File: config.mk
export PLATFORM = sky130hd
export DESIGN_NAME = mask_tile_skipper
export DESIGN_NICKNAME = d
export VERILOG_FILES = /design/src/rtl/mtile_pkg.sv /design/src/rtl/mt_bound_ram.sv /design/src/rtl/mt_issue_seq.sv /design/src/rtl/mt_col_eval.sv /design/src/rtl/mt_tile_accum.sv /design/src/rtl/mask_tile_skipper.sv
export SDC_FILE = /design/constraint.sdc
export NUM_CORES = 2
export LEC_CHECK = 0
export ABC_AREA = 0
export BUFFER_PORTS_ARGS = -buffer_cell sky130_fd_sc_hd__buf_2
export CORE_MARGIN = 2
export CORE_UTILIZATION = 25
export DETAILED_ROUTE_END_ITERATION = 16
export PLACE_DENSITY = 0.37
export SLEW_MARGIN = 10
export SYNTH_ARGS = -nofsm -noshare
export SYNTH_HDL_FRONTEND = slang
export SYNTH_HIERARCHICAL = 1
export SYNTH_SLANG_ARGS = --single-unit
File: constraint.sdc
create_clock -name clk -period 3.94 [get_ports clk]
set_clock_uncertainty 0.2 [all_clocks]
set_input_delay 0.591 -clock clk [delete_from_list [all_inputs] [get_ports clk]]
set_output_delay 0.591 -clock clk [all_outputs]
set_load 0.005 [all_outputs]
File: src/rtl/mtile_pkg.sv
package mtile_pkg;
  typedef enum logic [1:0] {
    TILE_SKIP    = 2'd0,
    TILE_DENSE   = 2'd1,
    TILE_PARTIAL = 2'd2
  } tile_class_e;
endpackage

File: src/rtl/mt_bound_ram.sv
module mt_bound_ram #(
  parameter int DEPTH = 64,
  parameter int WIDTH = 28,
  parameter int AW    = 6
) (
  input  logic             clk,
  input  logic             rst,
  input  logic             we,
  input  logic [AW-1:0]    waddr,
  input  logic [WIDTH-1:0] wdata,
  input  logic [AW-1:0]    raddr,
  output logic [WIDTH-1:0] rdata
);
  logic [WIDTH-1:0] mem [DEPTH];

  // read-first: a same-edge write is seen only by later reads
  always_ff @(posedge clk) begin
    if (we) mem[waddr] <= wdata;
    rdata <= mem[raddr];
  end

  p_waddr_range_r1: assert property (@(posedge clk) disable iff (rst)
    we |-> (int'(waddr) < DEPTH));
  p_raddr_range_r1: assert property (@(posedge clk) disable iff (rst)
    int'(raddr) < DEPTH);
endmodule

File: src/rtl/mt_issue_seq.sv
module mt_issue_seq #(
  parameter int TILE_COLS = 4,
  parameter int COL_W     = 6,
  parameter int RT_W      = 4,
  parameter int CT_W      = 4,
  parameter int K_W       = 2
) (
  input  logic            clk,
  input  logic            rst,
  input  logic            req_valid,
  input  logic [RT_W-1:0] req_row_tile,
  input  logic [CT_W-1:0] req_col_tile,
  output logic            req_ready,
  output logic [COL_W-1:0] rd_addr,
  output logic            iss_v,
  output logic [K_W-1:0]  iss_k,
  output logic [RT_W-1:0] iss_row,
  output logic [CT_W-1:0] iss_col
);
  localparam logic [K_W-1:0] K_LAST = K_W'(TILE_COLS - 1);

  logic            busy;
  logic [K_W-1:0]  k;
  logic [RT_W-1:0] row_q;
  logic [CT_W-1:0] col_q;
  logic            accept;

  assign req_ready = !busy || (k == K_LAST);
  assign accept    = req_valid && req_ready;
  assign rd_addr   = COL_W'(col_q) * COL_W'(TILE_COLS) + COL_W'(k);
  assign iss_v     = busy;
  assign iss_k     = k;
  assign iss_row   = row_q;
  assign iss_col   = col_q;

  always_ff @(posedge clk) begin
    if (rst) begin
      busy  <= 1'b0;
      k     <= '0;
      row_q <= '0;
      col_q <= '0;
    end else if (accept) begin
      busy  <= 1'b1;
      k     <= '0;
      row_q <= req_row_tile;
      col_q <= req_col_tile;
    end else if (busy) begin
      if (k == K_LAST) busy <= 1'b0;
      else             k    <= k + 1'b1;
    end
  end

  p_accept_starts_r6: assert property (@(posedge clk) disable iff (rst)
    (req_valid && req_ready) |=> (busy && k == '0));
  p_count_bound_r7: assert property (@(posedge clk) disable iff (rst)
    busy |-> (k <= K_LAST));
  p_hold_midtile_r10: assert property (@(posedge clk) disable iff (rst)
    (busy && k != K_LAST && req_valid) |=> (busy && k == $past(k) + 1'b1 && $stable(col_q)));
endmodule

File: src/rtl/mt_col_eval.sv
module mt_col_eval #(
  parameter int TILE_ROWS = 4,
  parameter int IDX_W     = 7,
  parameter int RT_W      = 4
) (
  input  logic [RT_W-1:0]      row_tile,
  input  logic [4*IDX_W-1:0]   bounds,
  output logic [TILE_ROWS-1:0] col_mask
);
  logic [IDX_W-1:0] lo_s, lo_e, up_s, up_e;
  assign {lo_s, lo_e, up_s, up_e} = bounds;

  logic [IDX_W-1:0] base;
  assign base = IDX_W'(row_tile) * IDX_W'(TILE_ROWS);

  for (genvar r = 0; r < TILE_ROWS; r++) begin : g_row
    logic [IDX_W-1:0] ridx;
    assign ridx = base + IDX_W'(r);
    assign col_mask[r] = ((ridx >= lo_s) && (ridx < lo_e)) ||
                         ((ridx >= up_s) && (ridx < up_e));
  end
endmodule

File: src/rtl/mt_tile_accum.sv
module mt_tile_accum
  import mtile_pkg::*;
#(
  parameter int TILE_ROWS = 4,
  parameter int TILE_COLS = 4,
  parameter int IDX_W     = 7,
  parameter int RT_W      = 4,
  parameter int CT_W      = 4,
  parameter int K_W       = 2
) (
  input  logic                           clk,
  input  logic                           rst,
  input  logic                           iss_v,
  input  logic [K_W-1:0]                 iss_k,
  input  logic [RT_W-1:0]                iss_row,
  input  logic [CT_W-1:0]                iss_col,
  input  logic [4*IDX_W-1:0]             rdata,
  output logic                           rsp_valid,
  output logic [1:0]                     rsp_class,
  output logic [TILE_ROWS*TILE_COLS-1:0] rsp_bitmap,
  output logic [RT_W-1:0]                rsp_row_tile,
  output logic [CT_W-1:0]                rsp_col_tile
);
  localparam int BM_W = TILE_ROWS * TILE_COLS;
  localparam logic [K_W-1:0] K_LAST = K_W'(TILE_COLS - 1);

  logic            s_v;
  logic [K_W-1:0]  s_k;
  logic [RT_W-1:0] s_row;
  logic [CT_W-1:0] s_col;

  logic [BM_W-1:0] acc_bm, nxt_bm;
  logic            acc_all, acc_none, nxt_all, nxt_none;
  logic [TILE_ROWS-1:0] col_mask;
  tile_class_e     cls;

  mt_col_eval #(.TILE_ROWS(TILE_ROWS), .IDX_W(IDX_W), .RT_W(RT_W)) u_eval (
    .row_tile(s_row),
    .bounds  (rdata),
    .col_mask(col_mask)
  );

  always_comb begin
    logic first;
    first    = (s_k == '0);
    nxt_all  = (first ? 1'b1 : acc_all)  && (&col_mask);
    nxt_none = (first ? 1'b1 : acc_none) && !(|col_mask);
    nxt_bm   = first ? '0 : acc_bm;
    for (int c = 0; c < TILE_COLS; c++) begin
      if (s_k == K_W'(c)) nxt_bm[c*TILE_ROWS +: TILE_ROWS] = col_mask;
    end
    if (nxt_all)       cls = TILE_SKIP;
    else if (nxt_none) cls = TILE_DENSE;
    else               cls = TILE_PARTIAL;
  end

  always_ff @(posedge clk) begin
    if (rst) begin
      s_v          <= 1'b0;
      s_k          <= '0;
      s_row        <= '0;
      s_col        <= '0;
      acc_bm       <= '0;
      acc_all      <= 1'b0;
      acc_none     <= 1'b0;
      rsp_valid    <= 1'b0;
      rsp_class    <= 2'd0;
      rsp_bitmap   <= '0;
      rsp_row_tile <= '0;
      rsp_col_tile <= '0;
    end else begin
      s_v   <= iss_v;
      s_k   <= iss_k;
      s_row <= iss_row;
      s_col <= iss_col;
      if (s_v) begin
        acc_bm   <= nxt_bm;
        acc_all  <= nxt_all;
        acc_none <= nxt_none;
      end
      rsp_valid <= s_v && (s_k == K_LAST);
      if (s_v && (s_k == K_LAST)) begin
        rsp_class    <= cls;
        rsp_bitmap   <= nxt_bm;
        rsp_row_tile <= s_row;
        rsp_col_tile <= s_col;
      end
    end
  end

  p_skip_all_masked_r3: assert property (@(posedge clk) disable iff (rst)
    (rsp_valid && rsp_class == 2'd0) |-> (&rsp_bitmap));
  p_dense_no_mask_r4: assert property (@(posedge clk) disable iff (rst)
    (rsp_valid && rsp_class == 2'd1) |-> (rsp_bitmap == '0));
  p_partial_mixed_r5: assert property (@(posedge clk) disable iff (rst)
    (rsp_valid && rsp_class == 2'd2) |-> ((|rsp_bitmap) && !(&rsp_bitmap)));
  p_class_legal_r5: assert property (@(posedge clk) disable iff (rst)
    rsp_valid |-> (rsp_class != 2'd3));

  if (TILE_COLS > 1) begin : g_pulse_chk
    p_single_pulse_r6: assert property (@(posedge clk) disable iff (rst)
      rsp_valid |=> !rsp_valid);
  end
endmodule

File: src/rtl/mask_tile_skipper.sv
module mask_tile_skipper #(
  parameter int SEQ_LEN   = 64,
  parameter int TILE_ROWS = 4,
  parameter int TILE_COLS = 4,
  localparam int IDX_W = $clog2(SEQ_LEN + 1),
  localparam int COL_W = (SEQ_LEN > 1) ? $clog2(SEQ_LEN) : 1,
  localparam int NRT   = SEQ_LEN / TILE_ROWS,
  localparam int NCT   = SEQ_LEN / TILE_COLS,
  localparam int RT_W  = (NRT > 1) ? $clog2(NRT) : 1,
  localparam int CT_W  = (NCT > 1) ? $clog2(NCT) : 1,
  localparam int BM_W  = TILE_ROWS * TILE_COLS
) (
  input  logic             clk,
  input  logic             rst,
  input  logic             ld_we,
  input  logic [COL_W-1:0] ld_col,
  input  logic [IDX_W-1:0] ld_lo_start,
  input  logic [IDX_W-1:0] ld_lo_end,
  input  logic [IDX_W-1:0] ld_up_start,
  input  logic [IDX_W-1:0] ld_up_end,
  input  logic             req_valid,
  output logic             req_ready,
  input  logic [RT_W-1:0]  req_row_tile,
  input  logic [CT_W-1:0]  req_col_tile,
  output logic             rsp_valid,
  output logic [1:0]       rsp_class,
  output logic [BM_W-1:0]  rsp_bitmap,
  output logic [RT_W-1:0]  rsp_row_tile,
  output logic [CT_W-1:0]  rsp_col_tile
);
  localparam int K_W   = (TILE_COLS > 1) ? $clog2(TILE_COLS) : 1;
  localparam int WORD  = 4 * IDX_W;

  logic [COL_W-1:0] rd_addr;
  logic [WORD-1:0]  rdata;
  logic             iss_v;
  logic [K_W-1:0]   iss_k;
  logic [RT_W-1:0]  iss_row;
  logic [CT_W-1:0]  iss_col;

  mt_bound_ram #(.DEPTH(SEQ_LEN), .WIDTH(WORD), .AW(COL_W)) u_ram (
    .clk  (clk),
    .rst  (rst),
    .we   (ld_we),
    .waddr(ld_col),
    .wdata({ld_lo_start, ld_lo_end, ld_up_start, ld_up_end}),
    .raddr(rd_addr),
    .rdata(rdata)
  );

  mt_issue_seq #(.TILE_COLS(TILE_COLS), .COL_W(COL_W), .RT_W(RT_W),
                 .CT_W(CT_W), .K_W(K_W)) u_seq (
    .clk         (clk),
    .rst         (rst),
    .req_valid   (req_valid),
    .req_row_tile(req_row_tile),
    .req_col_tile(req_col_tile),
    .req_ready   (req_ready),
    .rd_addr     (rd_addr),
    .iss_v       (iss_v),
    .iss_k       (iss_k),
    .iss_row     (iss_row),
    .iss_col     (iss_col)
  );

  mt_tile_accum #(.TILE_ROWS(TILE_ROWS), .TILE_COLS(TILE_COLS), .IDX_W(IDX_W),
                  .RT_W(RT_W), .CT_W(CT_W), .K_W(K_W)) u_acc (
    .clk         (clk),
    .rst         (rst),
    .iss_v       (iss_v),
    .iss_k       (iss_k),
    .iss_row     (iss_row),
    .iss_col     (iss_col),
    .rdata       (rdata),
    .rsp_valid   (rsp_valid),
    .rsp_class   (rsp_class),
    .rsp_bitmap  (rsp_bitmap),
    .rsp_row_tile(rsp_row_tile),
    .rsp_col_tile(rsp_col_tile)
  );

  p_reset_idle_r9: assert property (@(posedge clk)
    $past(rst) |-> (req_ready && !rsp_valid));
endmodule

==> run summary <==
compound-cell area share of the yosys netlist - 0.0401
crit start category - register
HPWL after DPL - 136000 µm
fin worst setup slack - 0.484 ns
residual DRC count - 0
worst hold slack - 0.120 ns
Routed Antenna Nets - 0
worst path arrival time - 4.03 ns
die area - 294000 µm²
Simple-Gate Fraction of Synth Area - 0.0219
largest family of logic cells by synthesized area - multiplexers
Area Overhead vs Synth - 19.1%
Place WS - 0.401 ns
global-route wire length before repair - 314000 µm
Slew @ Worst Pin - 1.15 ns
final period utilization - 0.877
worst setup path category - reg2reg
Initial Util - 0.251
yosys warns - 6
Placed Cells - 7384
nets - 3900
CP Capture Type - register
synth unique cells - 63
max-cap viol count - 0
slack of the worst reg-to-reg path - 0.48 ns
outcome - complete, no violations
vias per cell - 4.61
syn avg cell area - 20.8 µm²
Ports - 74
Worst Path Required - 4.51 ns
final non-filler cell total - 7803
area leader, netlist - edfxtp_1
Final Max Tran Viols - 0
CTS Sinks - 1883
die height - 542 µm
multiplexer area fraction after synthesis - 0.148
number of buffers added on ports - 73
area share of xor/xnor cells in the synthesized design - 0
postcts setup bufs - 0
VDD IR-drop max - 0.412 mV
GRT Overall Usage - 0.154
Filler Cell Count - 28100
Max FO, Critical Path - 31
total grt overflow - 0
PwrDens - 509 nW/µm²
Wirelength per Cell - 29.3 µm
Post-Syn Instances - 3475
Lkg Pwr - 26.1 nW
ys async rst share - 0
Final GP Congestion - 0.752
vias in the first global route - 37000
CTS tree - done
FMAX - 289 MHz
Util after Layout - 0.299
minimum clock period - 3.46 ns
Worst-Skew Late Latency - 0.87 ns
HP Class - in2reg
H-tree depth - 4
Post-synth EDFFs - 1792
Final Hold Vio Count - 0
largest net degree at the start of global routing - 65
CTS clk-pin slew, worst paths - 0.06 ns
Post-synth top flop - edfxtp_1
CTS buffer count - 211
syn nets - 3542
initial antenna violation count - 33
via count - 36000
Final setup viols - 0
share of cells above drive strength 1 - 0.309
Yosys top cell area share - 0.744
RSZ-0062 raised after global routing - false
area of the core - 288000 µm²
Post-CTS Resized - 0
Total Power - 43.9 mW
Seq/Total Area, Yosys - 0.769
max-slew headroom at the worst pin - 0.233
top cells by area, synth - edfxtp_1 74%, mux4_2 11%, dfxtp_1 2.5%
Post-Synth Adder-Cell Area - 0.00363
clk buf depth - 3
post-synthesis cell area - 72400 µm²
Die Span X - 542 µm
Initial DRT Pass Iterations - 5
synthesized flop and latch total - 1883
clock tree root buffer cell - clkbuf_16
Rows - 197
Routed WL - 229000 µm
DR iter-0 viols - 3379
[metal layers]
layer  track usage  up-vias  wire length [µm]
met2         0.245      983            107000
met5             0        -                74
met4        0.0442       12              6420
met1         0.214    19500            103000
li1              -    15200                 -
met3        0.0288      293             12900
[flip-flops by register name (all words and copies together), names as in the netlist, 2 cells and up]
signal	count
u_seq/iss_k	2
u_acc/rsp_class	2
u_acc/acc_bm	12
u_seq/iss_row	4
u_acc/s_col	4
u_acc/s_k	2
u_ram/rdata	28
u_acc/rsp_bitmap	16
u_acc/s_row	4
u_seq/iss_col	4
u_acc/rsp_row_tile	4
u_ram/mem	1792
u_acc/rsp_col_tile	4
[area by class of cell]
type | count | area, µm² | area share
multi-input combinational | 1357 | 16000 | 0.186
tap | 3781 | 4730 | 0.0549
antenna | 12 | 30.0 | 0.000348
clock inverter | 118 | 1090 | 0.0126
timing repair buffer | 349 | 2970 | 0.0344
inverter | 31 | 124 | 0.00144
clock buffer | 272 | 5620 | 0.0652
sequential | 1883 | 55600 | 0.646
[worst max-delay path: stages, from the launching register on]
cell      delay [ns]
dfxtp_4         0.70
buf_12          0.29
buf_4           0.21
mux4_2          0.20
mux2i_1         0.07
buf_4           0.18
a22oi_1         0.72
o311ai_1        0.47
a21oi_1         0.21
[repair_timing]
action | 4_1_cts | 5_1_grt
endpoints found under the setup margin | 0 | 0
endpoints found under the hold margin | 30 | 0
hold buffers | 17 | 0
[cell usage after synthesis, types with 23 or more instances]
cell,n
nor2_1,90
nor3_1,30
mux4_2,368
clkbuf_1,73
dfxtp_1,91
buf_4,60
o22ai_1,105
inv_1,28
edfxtp_1,1792
a21oi_1,63
o21ai_0,45
nand2_1,78
nor2b_1,37
mux2_2,113
buf_2,53
nand3_1,23
mux2i_1,116
a22oi_1,32
[report_power, final]
group / switching [mW] / internal [mW] / total (mW)
clock network: 8.27 / 10.8 / 19.1
logic: 1.59 / 0.947 / 2.54
registers: 0.170 / 22.1 / 22.3
total: 10.0 / 33.9 / 43.9
[worst paths after layout]
path,start,end,cells past startpoint
max,u_seq/iss_col[0],u_ram/rdata[16],8
min,ld_lo_end[3],u_ram/mem[37][17],1
max reg2reg,u_seq/iss_col[0],u_ram/rdata[16],8
min reg2reg,u_acc/s_col[1],u_acc/rsp_col_tile[1],2
[placed cells by master, fill, tap and decap left out, drive strengths merged, types with 32 or more instances in the layout]
master and count:
edfxtp 1792, mux4 368, buf 332, clkbuf 272, mux2i 116, mux2 113, o22ai 105, clkinv 100
dfxtp 91, nor2 90, nand2 78, a21oi 76, o21ai 56, nor2b 39, a22oi 32, inv 32
[metrics by stage]
step | setup TNS (ns) | instance area (µm²)
after floorplan | 0 | 72400
after global placement | -0.434 | 79200
after detailed placement | 0 | 79300
after CTS | 0 | 86200
after global routing | 0 | 86200
final | 0 | 86200
[cell families (layout without fill, tap and decap cells)]
| group | after synthesis | in the layout |
|---|---|---|
| flip-flops | 1883 | 1883 |
| multiplexers | 597 | 597 |
| AO/OA/AOI/OAI | 421 | 421 |
| AND/OR/NAND/NOR | 318 | 318 |
| buffers and inverters | 235 | 770 |
| adder cells (fa/ha/maj) | 21 | 21 |
| other | 0 | 12 |
Note: power is estimated with default switching activity, not from simulation.
